--- src/rtl/irc_clk_pkg.sv ---
package irc_clk_pkg;
  localparam int REG_DW = 4;
  localparam int DIV_W  = 3;

  localparam logic [1:0] SRC_FAST = 2'b00;
  localparam logic [1:0] SRC_SLOW = 2'b01;
  localparam logic [1:0] SRC_EXT  = 2'b10;
  localparam logic [1:0] SRC_RSVD = 2'b11;

  typedef enum logic [1:0] {SW_IDLE, SW_DRAIN, SW_SYNC, SW_ARM} sw_state_e;

  // control -> datapath strobes
  typedef struct packed {
    logic [1:0]       curSrc;
    logic             gateOn;
    logic             rangeSel;
    logic [DIV_W-1:0] div1K;
    logic [DIV_W-1:0] div2K;
    logic             irclkEn;
    logic             fastRun;
    logic             slowRun;
  } ctrl_strobe_t;

  // datapath -> control observations; index 0 fast, 1 divided slow, 2 external
  typedef struct packed {
    logic [2:0] lvl;
    logic [2:0] rise;
  } src_obs_t;

  function automatic logic pickSrc(input logic [2:0] v, input logic [1:0] s);
    case (s)
      SRC_FAST: return v[0];
      SRC_SLOW: return v[1];
      SRC_EXT:  return v[2];
      default:  return 1'b0;
    endcase
  endfunction
endpackage

--- src/rtl/irc_pow2_div.sv ---
module irc_pow2_div #(
  parameter int K_W = 3
) (
  input  logic           clk,
  input  logic           rstN,
  input  logic           srcLvl,
  input  logic [K_W-1:0] newK,
  output logic           outLvl
);
  localparam int CNT_RAW = (1 << K_W) - 2;
  localparam int CNT_W   = (CNT_RAW > 0) ? CNT_RAW : 1;

  logic             srcPrev;
  logic [CNT_W-1:0] cnt;
  logic [CNT_W-1:0] halfM1;
  logic [K_W-1:0]   curK;
  logic             srcRise;

  assign srcRise = srcLvl & ~srcPrev;

  always_comb begin
    halfM1 = '0;
    for (int i = 1; i < (1 << K_W); i++) begin
      if (curK == K_W'(i)) halfM1 = CNT_W'((1 << (i - 1)) - 1);
    end
  end

  always_ff @(posedge clk or negedge rstN) begin
    if (!rstN) begin
      srcPrev <= 1'b0;
      cnt     <= '0;
      curK    <= '0;
      outLvl  <= 1'b0;
    end else begin
      srcPrev <= srcLvl;
      if (curK == '0) begin
        outLvl <= srcLvl;
        if (srcRise) begin
          curK <= newK;
          cnt  <= '0;
        end
      end else if (srcRise) begin
        if (cnt == halfM1) begin
          cnt    <= '0;
          outLvl <= ~outLvl;
          if (!outLvl) curK <= newK;
        end else begin
          cnt <= cnt + 1'b1;
        end
      end
    end
  end

  AST_DIV_SWITCH_AT_EDGE: assert property (@(posedge clk) disable iff (!rstN)
    !$stable(curK) |-> $rose(outLvl));
endmodule

--- src/rtl/irc_clk_datapath.sv ---
module irc_clk_datapath
  import irc_clk_pkg::*;
(
  input  logic         clk,
  input  logic         rstN,
  input  logic         fastOscIn,
  input  logic         slowOsc2mIn,
  input  logic         slowOsc8mIn,
  input  logic         extClkIn,
  input  ctrl_strobe_t strobe,
  output src_obs_t     obs,
  output logic         mainClk,
  output logic         periphClk
);
  localparam int STAGES = 2;

  logic fastLvl, slowLvl, extLvl;
  logic [2:0] lvlPrev;
  logic [STAGES-1:0] stageIn, stageOut;
  logic [STAGES-1:0][DIV_W-1:0] stageK;

  always_ff @(posedge clk or negedge rstN) begin
    if (!rstN) begin
      fastLvl <= 1'b0;
      slowLvl <= 1'b0;
      extLvl  <= 1'b0;
      lvlPrev <= '0;
    end else begin
      fastLvl <= fastOscIn & strobe.fastRun;
      slowLvl <= (strobe.rangeSel ? slowOsc8mIn : slowOsc2mIn) & strobe.slowRun;
      extLvl  <= extClkIn;
      lvlPrev <= obs.lvl;
    end
  end

  assign stageIn[0] = slowLvl;
  assign stageIn[1] = stageOut[0];
  assign stageK[0]  = strobe.div1K;
  assign stageK[1]  = strobe.div2K;

  for (genvar g = 0; g < STAGES; g++) begin : g_stage
    irc_pow2_div #(.K_W(DIV_W)) i_div (
      .clk   (clk),
      .rstN  (rstN),
      .srcLvl(stageIn[g]),
      .newK  (stageK[g]),
      .outLvl(stageOut[g])
    );
  end

  assign obs.lvl  = {extLvl, stageOut[0], fastLvl};
  assign obs.rise = obs.lvl & ~lvlPrev;

  assign mainClk   = strobe.gateOn & pickSrc(obs.lvl, strobe.curSrc);
  assign periphClk = stageOut[STAGES-1] & strobe.irclkEn;

  AST_FAST_OFF_IN_STOP: assert property (@(posedge clk) disable iff (!rstN)
    !strobe.fastRun |=> !fastLvl);
  AST_SLOW_OFF_IN_STOP: assert property (@(posedge clk) disable iff (!rstN)
    !strobe.slowRun |=> !slowLvl);
endmodule

--- src/rtl/irc_clk_control.sv ---
module irc_clk_control
  import irc_clk_pkg::*;
#(
  parameter int SYNC_EDGES = 2
) (
  input  logic              clk,
  input  logic              rstN,
  input  logic              stopReq,
  input  logic              regWrEn,
  input  logic [1:0]        regAddr,
  input  logic [REG_DW-1:0] regWrData,
  input  src_obs_t          obs,
  output ctrl_strobe_t      strobe,
  output logic [REG_DW-1:0] regRdData,
  output logic [1:0]        activeSrc,
  output logic              fastOscEn,
  output logic              slowOscEn
);
  localparam int SC_W = $clog2(SYNC_EDGES + 1);

  logic [1:0]       srcSel, curSrc, swTarget;
  logic             irclkEn, stopKeep, rangeSel, gateOn;
  logic [DIV_W-1:0] div1K, div2K;
  logic             stopQ, keepLatched, keepNow;
  logic [SC_W-1:0]  syncCnt;
  sw_state_e        swState;

  always_ff @(posedge clk or negedge rstN) begin
    if (!rstN) begin
      srcSel   <= SRC_FAST;
      irclkEn  <= 1'b0;
      stopKeep <= 1'b0;
      rangeSel <= 1'b0;
      div1K    <= '0;
      div2K    <= '0;
    end else if (regWrEn) begin
      case (regAddr)
        2'd0: begin
          if (regWrData[1:0] != SRC_RSVD) srcSel <= regWrData[1:0];
          irclkEn  <= regWrData[2];
          stopKeep <= regWrData[3];
        end
        2'd1: begin
          rangeSel <= regWrData[0];
          div1K    <= regWrData[3:1];
        end
        2'd2: div2K <= regWrData[2:0];
        default: ;
      endcase
    end
  end

  always_comb begin
    case (regAddr)
      2'd0:    regRdData = {stopKeep, irclkEn, srcSel};
      2'd1:    regRdData = {div1K, rangeSel};
      2'd2:    regRdData = {1'b0, div2K};
      default: regRdData = {2'b00, curSrc};
    endcase
  end

  // stop-mode retention: both bits sampled on stop entry
  always_ff @(posedge clk or negedge rstN) begin
    if (!rstN) begin
      stopQ       <= 1'b0;
      keepLatched <= 1'b0;
    end else begin
      stopQ <= stopReq;
      if (stopReq && !stopQ) keepLatched <= stopKeep & irclkEn;
    end
  end

  assign keepNow   = stopQ ? keepLatched : (stopKeep & irclkEn);
  assign fastOscEn = !stopReq;
  assign slowOscEn = !stopReq | keepNow;

  // source switch handshake
  always_ff @(posedge clk or negedge rstN) begin
    if (!rstN) begin
      swState  <= SW_IDLE;
      curSrc   <= SRC_FAST;
      swTarget <= SRC_FAST;
      gateOn   <= 1'b1;
      syncCnt  <= '0;
    end else begin
      case (swState)
        SW_IDLE: if (srcSel != curSrc) begin
          swTarget <= srcSel;
          swState  <= SW_DRAIN;
        end
        SW_DRAIN: if (!pickSrc(obs.lvl, curSrc)) begin
          gateOn  <= 1'b0;
          syncCnt <= '0;
          swState <= SW_SYNC;
        end
        SW_SYNC: if (pickSrc(obs.rise, swTarget)) begin
          if (syncCnt == SC_W'(SYNC_EDGES - 1)) swState <= SW_ARM;
          else syncCnt <= syncCnt + 1'b1;
        end
        default: if (!pickSrc(obs.lvl, swTarget)) begin
          curSrc  <= swTarget;
          gateOn  <= 1'b1;
          swState <= SW_IDLE;
        end
      endcase
    end
  end

  assign activeSrc = curSrc;

  assign strobe.curSrc   = curSrc;
  assign strobe.gateOn   = gateOn;
  assign strobe.rangeSel = rangeSel;
  assign strobe.div1K    = div1K;
  assign strobe.div2K    = div2K;
  assign strobe.irclkEn  = irclkEn;
  assign strobe.fastRun  = !stopReq;
  assign strobe.slowRun  = slowOscEn;

  AST_SEL_DEFINED: assert property (@(posedge clk) disable iff (!rstN)
    srcSel != SRC_RSVD);
  AST_STATUS_DEFINED: assert property (@(posedge clk) disable iff (!rstN)
    activeSrc != SRC_RSVD);
  AST_STATUS_AFTER_SYNC: assert property (@(posedge clk) disable iff (!rstN)
    !$stable(curSrc) |-> $past(swState) == SW_ARM);
  AST_STATUS_TRACKS_TARGET: assert property (@(posedge clk) disable iff (!rstN)
    !$stable(curSrc) |-> curSrc == $past(swTarget));
endmodule

--- src/rtl/irc_clock_ctrl.sv ---
module irc_clock_ctrl
  import irc_clk_pkg::*;
#(
  parameter int SYNC_EDGES = 2
) (
  input  logic              clk,
  input  logic              rstN,
  input  logic              fastOscIn,
  input  logic              slowOsc2mIn,
  input  logic              slowOsc8mIn,
  input  logic              extClkIn,
  input  logic              stopReq,
  input  logic              regWrEn,
  input  logic [1:0]        regAddr,
  input  logic [REG_DW-1:0] regWrData,
  output logic [REG_DW-1:0] regRdData,
  output logic              mainClkOut,
  output logic              periphClkOut,
  output logic [1:0]        activeSrc,
  output logic              fastOscEn,
  output logic              slowOscEn
);
  ctrl_strobe_t strobe;
  src_obs_t     obs;

  irc_clk_control #(.SYNC_EDGES(SYNC_EDGES)) i_control (
    .clk      (clk),
    .rstN     (rstN),
    .stopReq  (stopReq),
    .regWrEn  (regWrEn),
    .regAddr  (regAddr),
    .regWrData(regWrData),
    .obs      (obs),
    .strobe   (strobe),
    .regRdData(regRdData),
    .activeSrc(activeSrc),
    .fastOscEn(fastOscEn),
    .slowOscEn(slowOscEn)
  );

  irc_clk_datapath i_datapath (
    .clk        (clk),
    .rstN       (rstN),
    .fastOscIn  (fastOscIn),
    .slowOsc2mIn(slowOsc2mIn),
    .slowOsc8mIn(slowOsc8mIn),
    .extClkIn   (extClkIn),
    .strobe     (strobe),
    .obs        (obs),
    .mainClk    (mainClkOut),
    .periphClk  (periphClkOut)
  );
endmodule

--- config.mk ---
export PLATFORM = sky130hd
export DESIGN_NAME = irc_clock_ctrl
export DESIGN_NICKNAME = d
export VERILOG_FILES = /design/src/rtl/irc_clk_pkg.sv /design/src/rtl/irc_pow2_div.sv /design/src/rtl/irc_clk_datapath.sv /design/src/rtl/irc_clk_control.sv /design/src/rtl/irc_clock_ctrl.sv
export SDC_FILE = /design/constraint.sdc
export NUM_CORES = 1
export LEC_CHECK = 0
export ABC_AREA = 1
export BUFFER_PORTS_ARGS = -buffer_cell sky130_fd_sc_hd__buf_4
export CAP_MARGIN = 20
export CORE_AREA = 2 2 73 110
export CTS_CLUSTER_DIAMETER = 150
export DETAILED_ROUTE_END_ITERATION = 8
export DIE_AREA = 0 0 75 112
export GPL_TIMING_DRIVEN = 0
export SLEW_MARGIN = 20
export SYNTH_ARGS = -nofsm -noshare
export SYNTH_HDL_FRONTEND = slang
export SYNTH_HIERARCHICAL = 1
export SYNTH_SLANG_ARGS = --single-unit
--- constraint.sdc ---
create_clock -name clk -period 1.33 [get_ports clk]
set_clock_uncertainty 0.05 [all_clocks]
set_input_delay 0.266 -clock clk [delete_from_list [all_inputs] [get_ports clk]]
set_output_delay 0.266 -clock clk [all_outputs]
set_load 0.005 [all_outputs]
==> results.yml, run 1 <==
outcome:
  status: "finished, violations left"
  failed_checks: "negative setup slack"
floorplan:
  die_h_um: 112
  initial_core_util: 0.390
  num_rows: 39
  die_x_um: 75
  core-area_um2: 7470
  io_pins: 24
  die-area_um2: 8400
timing:
  finalCriticalPeriod_ns: 1.64
  relSlewSlack: 0.558
  fmax_ghz: 0.609
  period_share: 1.23
  fin_ws_ns: -0.311
  slew_violations: 0
  setup_viol: 33
  worstMarginPinSlew_ns: 0.663
  tns_ns: -3.35
  rsz0062_at_grt: "yes"
  final-hold-violation-count: 0
finish:
  layout_common_cells: "nand2_1 (85), dfrtp_1 (42), buf_4 (41)"
  fin_nets: 457
  area_delta_synth_final_pct: 37.6
  final_cell_count_no_fill: 539
  n_fill_cell: 672
  drive_gt1_frac: 0.423
  layout_commonest_cell: "nand2_1"
  diodes: 0
pwr:
  power.internal_w: 0.00503
  p_total_w: 0.00900
  power_density_nw_per_um2: 2240
  combPwrFrac: 0.560
  ir_drop_mv: 1.22
  power.share.clock: 0.165
  p_sw_frac: 0.441
  p_leak_nw: 1.97
  p_sw_w: 0.00396
  pwr-share-seq: 0.274
cts:
  htreeDepth: 2
  clock_latency_ns: 0.29
  numCtsBuffers: 5
  cts_tree: "yes"
  cts_root_buffer: "clkbuf_16"
  clk_pin_slew_worst_paths_ns: 0.07
  cts_buffer_depth: 2
  cts_sinks: 50
drt:
  drt_iter0_drc: 110
  drc: 0
  post_drt_wl_per_cell_um: 13.1
  vias: 2605
  vias_per_cell: 4.83
  ant_nets: 0
  routed_wirelength_um: 7050
  drtPass1Iterations: 4
setup_path:
  path_class: "register to output port"
  critPathCaptureType: "output port"
  critPathMaxFanout: 2
  crit_arrival_ns: 1.32
  start_kind: "register"
  crit_required_ns: 1.01
synth:
  synth_compound_area_frac: 0.0918
  syn_nets: 397
  ys_ff_latch: 50
  synth-simple-area-share: 0.321
  ys_seq_area_frac: 0.430
  synth_top_family_by_area: "simple AND/OR/NAND/NOR gates"
  synth_top_area_frac: 0.421
  syn_inst: 376
  synth_xor_area_frac: 0.0210
  synthMuxAreaShare: 0
  synth_warnings: 6
  synth-adder-area-share: 0.0300
  synth_area_um2: 2920
  yosysTopAreaCell: "dfrtp_1"
  avgSynthCellArea_um2: 7.75
  synth_cell_types: 33
  synthTopCellsByArea: "dfrtp_1 (42%), nand2_1 (14%), nand3_1 (6.5%)"
placement:
  place.port_buffers: 23
  hpwl_um: 4410
  dp.cells: 501
  finalWeightedCongestion: 0.850
min_path:
  hold_class: "input port to register"
global_routing:
  grt_max_degree: 51
  grt_overflow: 0
  antenna_found_initial: 0
  grt_pass1_wl_um: 11700
  grt_pass1_vias: 2627
  grt_usage: 0.178
job:
  drv_cap: 0
## power groups by stage
| stage | Clock [W] | Combinational (W) | Sequential, W |
|---|---|---|---|
| global route | 0.00158 | 0.00557 | 0.00252 |
| global placement | 0 | 0.00310 | 0.00245 |
| floorplan | 0 | 0.00251 | 0.00233 |
| finish | 0.00149 | 0.00504 | 0.00247 |
| detailed placement | 0 | 0.00315 | 0.00247 |
| CTS | 0.00151 | 0.00419 | 0.00245 |
## per-stage QoR
| stage | hold WS, ns | area (um2) | setup WS (ns) | utilization |
|---|---|---|---|---|
| 6_report | 0.0382 | 4010 | -0.311 | 0.537 |
| 5_1_grt | 0.0303 | 4010 | -0.366 | 0.537 |
| 4_1_cts | 0.0324 | 3770 | -0.322 | 0.504 |
| 3_5_place_dp | 0.296 | 3220 | -0.184 | 0.431 |
| 3_3_place_gp | 0.298 | 3220 | -0.168 | 0.431 |
| 2_1_floorplan | -0.0796 | 2920 | 0.00950 | - |
## synthesized netlist by cell type
cell type,count
a21oi_4,1
a31oi_1,2
o21ai_2,2
o21ai_1,6
o21ai_0,17
dfrtp_1,49
xnor2_1,1
nand2_1,105
ha_1,7
nand3_1,38
nand3_2,2
inv_1,47
or2_2,1
a21oi_1,15
buf_6,2
nand3b_1,2
dfstp_2,1
nand2_2,8
o211ai_1,1
inv_2,8
xor2_1,6
buf_4,10
o22ai_1,1
a22o_1,1
o2111ai_1,1
nand4_1,5
clkinv_2,1
nor3_1,2
nor3_4,1
nor2_1,19
nor2_2,5
nand2_4,4
nor2_4,5
## kinds of logic after synthesis
kind of cell,Yosys count
fa+ha+maj,7
compound gates,47
buf+inv,68
xor+xnor,7
flops,50
simple gates,197
## metal layers
metal / GRT usage / up-vias / wire length, um
met2: 0.309 / 44 / 3770
met4: 0.0690 / 0 / 215
met3: 0.0271 / 18 / 179
met5: 0 / - / 0
met1: 0.214 / 1236 / 2890
li1: - / 1307 / -
## registers in the layout (all words and copies together), names as in the netlist, 2 cells and up
name                              cells
i_datapath/g_stage.i_div/cnt         12
i_datapath/g_stage.i_div/curK         6
i_control/div1K                       3
i_control/div2K                       3
i_datapath/lvlPrev                    3
i_control/activeSrc                   2
i_control/srcSel                      2
i_control/swState                     2
i_control/swTarget                    2
i_control/syncCnt                     2
i_datapath/g_stage.i_div/outLvl       2
i_datapath/g_stage.i_div/srcPrev      2
## final timing paths
| check | startpoint | to | slack [ns] | cells after the start |
|---|---|---|---|---|
| setup / recovery | i_control/gateOn | mainClkOut | -0.31 | 6 |
| hold / removal | extClkIn | i_datapath/extLvl | 0.04 | 1 |
| setup reg to reg | i_datapath/g_stage[1].i_div/curK[2] | i_datapath/g_stage[1].i_div/curK[0] | -0.19 | 11 |
| hold reg to reg | i_datapath/fastLvl | i_datapath/lvlPrev[0] | 0.39 | 0 |
| max in group asynchronous | rstN | i_control/activeSrc[0] | 0.24 | 2 |
| min in group asynchronous | rstN | i_datapath/g_stage[1].i_div/cnt[1] | 0.50 | 2 |
## worst max-delay path, stage by stage, from the launching register on
cell and delay [ns]:
dfstp_2 0.55, buf_6 0.09, inv_2 0.03, a21oi_2 0.09, nand2_1 0.05, nor2_1 0.10
buf_4 0.12
## area by class of cell
type | count | area (um2) | share of cell area
well taps | 102 | 128 | 0.0318
multi-input cells | 260 | 1680 | 0.418
flip-flops and latches | 50 | 1260 | 0.315
clock inverters | 3 | 43.8 | 0.0109
repair buffers | 52 | 447 | 0.111
clock buffers | 5 | 125 | 0.0312
plain buffers | 11 | 101 | 0.0253
inverters | 56 | 228 | 0.0568
## repair_timing
item                       in CTS  in global routing
pin swaps                      30                 25
hold buffers                    1                  0
resized for setup              79                 44
setup buffers                  17                  9
hold endpoints to repair       49                  0
setup endpoints to repair      33                 37
cloned                          4                  0
Power figures use the tool's default switching activity.
==> run 2, diff against run 1 <==
--- a/config.mk
+++ b/config.mk
@@ -7,11 +7,11 @@
 export LEC_CHECK = 0
 export ABC_AREA = 1
 export BUFFER_PORTS_ARGS = -buffer_cell sky130_fd_sc_hd__buf_4
-export CAP_MARGIN = 20
-export CORE_AREA = 2 2 73 110
+export CAP_MARGIN = 15
+export CORE_AREA = 2 2 102 79
 export CTS_CLUSTER_DIAMETER = 150
 export DETAILED_ROUTE_END_ITERATION = 8
-export DIE_AREA = 0 0 75 112
+export DIE_AREA = 0 0 104 81
 export GPL_TIMING_DRIVEN = 0
 export SLEW_MARGIN = 20
 export SYNTH_ARGS = -nofsm -noshare
==> results.yml, run 2 (same netlist as run 1, synthesis figures left out) <==
pwr:
  power.share.clock: 0.112
  power.internal_w: 0.00462
  p_leak_nw: 1.95
  combPwrFrac: 0.600
  pwr-share-seq: 0.288
  p_sw_frac: 0.463
  power_density_nw_per_um2: 2130
  ir_drop_mv: 1.10
  p_sw_w: 0.00397
timing:
  final-hold-violation-count: 0
  slew_violations: 0
  period_share: 1.26
  rsz0062_at_grt: "yes"
  fin_ws_ns: -0.342
  worstMarginPinSlew_ns: 0.658
  tns_ns: -3.65
  relSlewSlack: 0.561
  fmax_ghz: 0.598
  finalCriticalPeriod_ns: 1.67
  setup_viol: 31
job:
  drv_cap: 0
drt:
  drc: 0
  drtPass1Iterations: 4
  vias_per_cell: 4.77
  ant_nets: 0
  routed_wirelength_um: 7170
  vias: 2610
  drt_iter0_drc: 92
  post_drt_wl_per_cell_um: 13.1
finish:
  layout_common_cells: "nand2_1 (79), buf_4 (48), dfrtp_1 (41)"
  fin_nets: 462
  layout_commonest_cell: "nand2_1"
  finalCoreUtilization: 0.532
  reg_top3: "i_datapath/g_stage.i_div/cnt: 12 flops, i_datapath/g_stage.i_div/curK: 6 flops"
  final_cell_count_no_fill: 547
  regMostFlops: "i_datapath/g_stage.i_div/cnt"
  diodes: 0
  largest_reg_flops: 12
  n_fill_cell: 715
  drive_gt1_frac: 0.462
  area_delta_synth_final_pct: 38.2
min_path:
  min_from: "stopReq"
  hold_path_depth: 1
  holdPathEnd: "i_control/stopQ"
  hold_class: "input port to register"
outcome:
  status: "finished, violations left"
  failed_checks: "negative setup slack"
floorplan:
  die_x_um: 104
  initial_core_util: 0.385
  core-area_um2: 7570
  io_pins: 24
  die-area_um2: 8420
  num_rows: 28
  die_h_um: 81
global_routing:
  grt_pass1_wl_um: 11300
  grt_overflow: 0
  antenna_found_initial: 0
  grt_pass1_vias: 2429
  grt_usage: 0.166
  grt_max_degree: 51
cts:
  htreeDepth: 2
  numCtsBuffers: 5
  clk_pin_slew_worst_paths_ns: 0.09
  cts_root_buffer: "clkbuf_8"
  cts_sinks: 50
  cts_buffer_depth: 2
  cts_tree: "yes"
  clock_latency_ns: 0.31
setup_path:
  r2r-start: "i_datapath/g_stage[1].i_div/curK[2]"
  critPathMaxFanout: 2
  crit_required_ns: 1.01
  worstReg2RegEnd: "i_datapath/g_stage[1].i_div/curK[1]"
  crit_arrival_ns: 1.36
  reg2reg_slack_ns: -0.19
  critPathCaptureType: "output port"
  r2r_cells: 11
  path_class: "register to output port"
  start_kind: "register"
placement:
  hpwl_um: 4340
  place.port_buffers: 23
  dp.cells: 504
  finalWeightedCongestion: 0.773
==> run 2: what timing repair did <==
| item | in CTS | in global routing |
|---|---|---|
| hold buffers | 1 | 1 |
| resized for setup | 65 | 75 |
| pin swaps | 24 | 33 |
| setup buffers | 14 | 16 |
| cloned | 4 | 0 |
| setup endpoints to repair | 33 | 37 |
| hold endpoints to repair | 49 | 1 |
==> run 2: final cells by class <==
type | instances | area (um2) | area share
Multi-Input combinational cell | 260 | 1730 | 0.430
Sequential cell | 50 | 1260 | 0.313
Timing Repair Buffer | 56 | 468 | 0.116
Inverter | 56 | 230 | 0.0571
Tap cell | 105 | 131 | 0.0326
Buffer | 12 | 109 | 0.0270
Clock buffer | 6 | 82.6 | 0.0205
Clock inverter | 2 | 12.5 | 0.00311
==> run 2: how the worst max path moves through the flow <==
stage	start	to	slack, ns	cells after the start
floorplan	i_datapath/g_stage[0].i_div/curK[2]	i_datapath/g_stage[0].i_div/curK[1]	0.009	9
global placement	i_datapath/g_stage[0].i_div/outLvl	i_datapath/g_stage[1].i_div/cnt[5]	-0.14	8
detailed placement	i_datapath/g_stage[0].i_div/outLvl	i_datapath/g_stage[1].i_div/cnt[5]	-0.21	8
CTS	i_control/gateOn	mainClkOut	-0.37	6
global route	i_control/gateOn	mainClkOut	-0.42	6
finish	i_control/gateOn	mainClkOut	-0.34	6
==> run 2: per-layer routing <==
| layer | track usage | part of all wire | vias up |
|---|---|---|---|
| met5 | 0 | 0 | - |
| met4 | 0.0432 | 0.0091 | 0 |
| met3 | 0.0313 | 0.026 | 8 |
| met2 | 0.259 | 0.46 | 30 |
| met1 | 0.238 | 0.50 | 1253 |
| li1 | - | - | 1319 |
==> run 2: stage by stage <==
stage	hold WS (ns)	area, um2	setup WS, ns	power, W
detailed placement	0.302	3220	-0.212	0.00559
floorplan	-0.0796	2920	0.00950	0.00483
finish	0.0336	4030	-0.342	0.00859
global route	0.0258	4030	-0.424	0.00926
CTS	0.000659	3650	-0.365	0.00744
global placement	0.295	3220	-0.145	0.00553
==> run 2: power by group through the flow <==
stage / clock network, W / registers, W / logic (W)
floorplan: 0 / 0.00233 / 0.00251
CTS: 0.000997 / 0.00244 / 0.00400
finish: 0.000963 / 0.00247 / 0.00515
global placement: 0 / 0.00244 / 0.00309
global route: 0.00104 / 0.00254 / 0.00567
detailed placement: 0 / 0.00245 / 0.00314
==> run 2: worst max-delay path: stages, from the launching register on <==
cell and delay [ns]:
dfstp_2 0.55, buf_6 0.09, inv_2 0.03, a21oi_2 0.08, nand2_1 0.06, nor2_1 0.11, buf_4 0.13
==> run 3, diff against run 2 <==
--- a/config.mk
+++ b/config.mk
@@ -8,10 +8,10 @@
 export ABC_AREA = 1
 export BUFFER_PORTS_ARGS = -buffer_cell sky130_fd_sc_hd__buf_4
 export CAP_MARGIN = 15
-export CORE_AREA = 2 2 102 79
+export CORE_AREA = 2 2 89 91
 export CTS_CLUSTER_DIAMETER = 150
 export DETAILED_ROUTE_END_ITERATION = 8
-export DIE_AREA = 0 0 104 81
+export DIE_AREA = 0 0 91 93
 export GPL_TIMING_DRIVEN = 0
 export SLEW_MARGIN = 20
 export SYNTH_ARGS = -nofsm -noshare
==> results.yml, run 3 (same netlist as run 1, synthesis figures left out) <==
placement:
  placed_area_um2: 3220
  finalWeightedCongestion: 0.842
  place.port_buffers: 23
  dp_slack_ns: -0.176
  hpwl_um: 4290
global_routing:
  grt_pass1_vias: 2475
  grt_usage: 0.172
  grt_pass1_wl_um: 11600
  grt_overflow: 0
  grt_max_degree: 51
  antenna_found_initial: 0
setup_path:
  reg2reg_slack_ns: -0.20
  path_class: "register to output port"
  r2r-start: "i_datapath/g_stage[1].i_div/curK[2]"
  crit_required_ns: 1.01
  worstReg2RegEnd: "i_datapath/g_stage[1].i_div/cnt[4]"
  critPathMaxFanout: 2
  critPathCaptureType: "output port"
  crit_arrival_ns: 1.31
  start_kind: "register"
  r2r_cells: 10
timing:
  slew_violations: 0
  fmax_ghz: 0.614
  period_share: 1.22
  setup_viol: 32
  fin_ws_ns: -0.299
  rsz0062_at_grt: "yes"
  relSlewSlack: 0.565
  final-hold-violation-count: 0
  worstMarginPinSlew_ns: 0.652
  finalCriticalPeriod_ns: 1.63
cts:
  numCtsBuffers: 5
  cts_buffer_depth: 2
  htreeDepth: 2
  cts_root_buffer: "clkbuf_8"
  clk_pin_slew_worst_paths_ns: 0.10
  clock_latency_ns: 0.31
  cts_tree: "yes"
  cts_sinks: 50
drt:
  drc: 0
  drt_iter0_drc: 73
  vias: 2647
  ant_nets: 0
  routed_wirelength_um: 7490
  post_drt_wl_per_cell_um: 13.6
  vias_per_cell: 4.82
  drtPass1Iterations: 4
pwr:
  power.share.clock: 0.103
  pwr-share-seq: 0.284
  power_density_nw_per_um2: 2120
  p_sw_w: 0.00406
  combPwrFrac: 0.613
  p_sw_frac: 0.461
  p_leak_nw: 2.01
  power.internal_w: 0.00475
  ir_drop_mv: 1.12
finish:
  layout_common_cells: "nand2_1 (74), buf_4 (42), dfrtp_1 (39)"
  ff_latch_area_um2: 1260
  diodes: 0
  fin_nets: 467
  regMostFlops: "i_datapath/g_stage.i_div/cnt"
  area_delta_synth_final_pct: 42.6
  fin_area_um2: 4160
  reg_top3: "i_datapath/g_stage.i_div/cnt: 12 flops, i_datapath/g_stage.i_div/curK: 6 flops"
  n_fill_cell: 733
  finalCoreUtilization: 0.552
  multi_input_area_um2: 1770
  drive_gt1_frac: 0.488
  layout_commonest_cell: "nand2_1"
  largest_reg_flops: 12
outcome:
  status: "finished, violations left"
  failed_checks: "negative setup slack"
min_path:
  hold_path_depth: 1
  min_from: "extClkIn"
  holdPathEnd: "i_datapath/extLvl"
  hold_class: "input port to register"
floorplan:
  initial_core_util: 0.387
  core-area_um2: 7530
  die_x_um: 91
  die_h_um: 93
  die-area_um2: 8460
  io_pins: 24
  num_rows: 32
job:
  drv_cap: 0
## run 3: stage by stage
stage,power (W),std cells,TNS [ns],hold WS [ns]
6_report,0.00882,549,-4.64,0.0120
5_1_grt,0.00946,549,-6.76,0.000621
4_1_cts,0.00742,539,-3.09,0.00606
3_5_place_dp,0.00557,501,-1.92,0.291
3_3_place_gp,0.00553,501,-1.82,0.293
2_1_floorplan,0.00483,376,0,-0.0796
## run 3: how the worst max path moves through the flow
stage	to	cells after the start	slack (ns)	start
floorplan	i_datapath/g_stage[0].i_div/curK[1]	9	0.009	i_datapath/g_stage[0].i_div/curK[2]
global placement	i_datapath/g_stage[1].i_div/cnt[5]	8	-0.16	i_datapath/g_stage[0].i_div/outLvl
detailed placement	i_datapath/g_stage[1].i_div/cnt[5]	8	-0.18	i_datapath/g_stage[0].i_div/outLvl
CTS	mainClkOut	6	-0.31	i_control/gateOn
global route	slowOscEn	4	-0.35	i_control/stopQ
finish	slowOscEn	4	-0.30	i_control/stopQ
## run 3: critical path: stages (launching register included)
cell	delay, ns
dfrtp_1	0.39
or2_4	0.25
a21oi_4	0.19
a31oi_4	0.06
buf_6	0.12
## run 3: timing repair
item | CTS | global route
hold buffers | 1 | 0
pin swaps | 27 | 34
gates resized for setup | 65 | 99
setup endpoints to repair | 33 | 37
cloned | 3 | 1
buffers inserted | 27 | 12
endpoints found under the hold margin | 49 | 0
## run 3: routing by layer
metal | part of all wire | track usage | routed length [um] | vias to the layer above
met2 | 0.51 | 0.275 | 3820 | 34
met3 | 0.024 | 0.0322 | 182 | 12
met4 | 0.020 | 0.0581 | 148 | 0
met5 | 0 | 0 | 0 | -
met1 | 0.45 | 0.236 | 3340 | 1271
li1 | - | - | - | 1330
## run 3: layout make-up
cell class | count | area share
Multi-Input combinational cell | 260 | 0.425
Sequential cell | 50 | 0.304
Timing Repair Buffer | 63 | 0.144
Inverter | 56 | 0.0536
Tap cell | 102 | 0.0307
Buffer | 10 | 0.0217
Clock buffer | 6 | 0.0175
Clock inverter | 2 | 0.00331
## run 3: power groups by stage
| stage | Sequential, W | Combinational, W | Clock (W) |
|---|---|---|---|
| 2_1_floorplan | 0.00233 | 0.00251 | 0 |
| 3_3_place_gp | 0.00243 | 0.00310 | 0 |
| 3_5_place_dp | 0.00245 | 0.00313 | 0 |
| 4_1_cts | 0.00242 | 0.00407 | 0.000929 |
| 5_1_grt | 0.00257 | 0.00590 | 0.000995 |
| 6_report | 0.00250 | 0.00541 | 0.000911 |
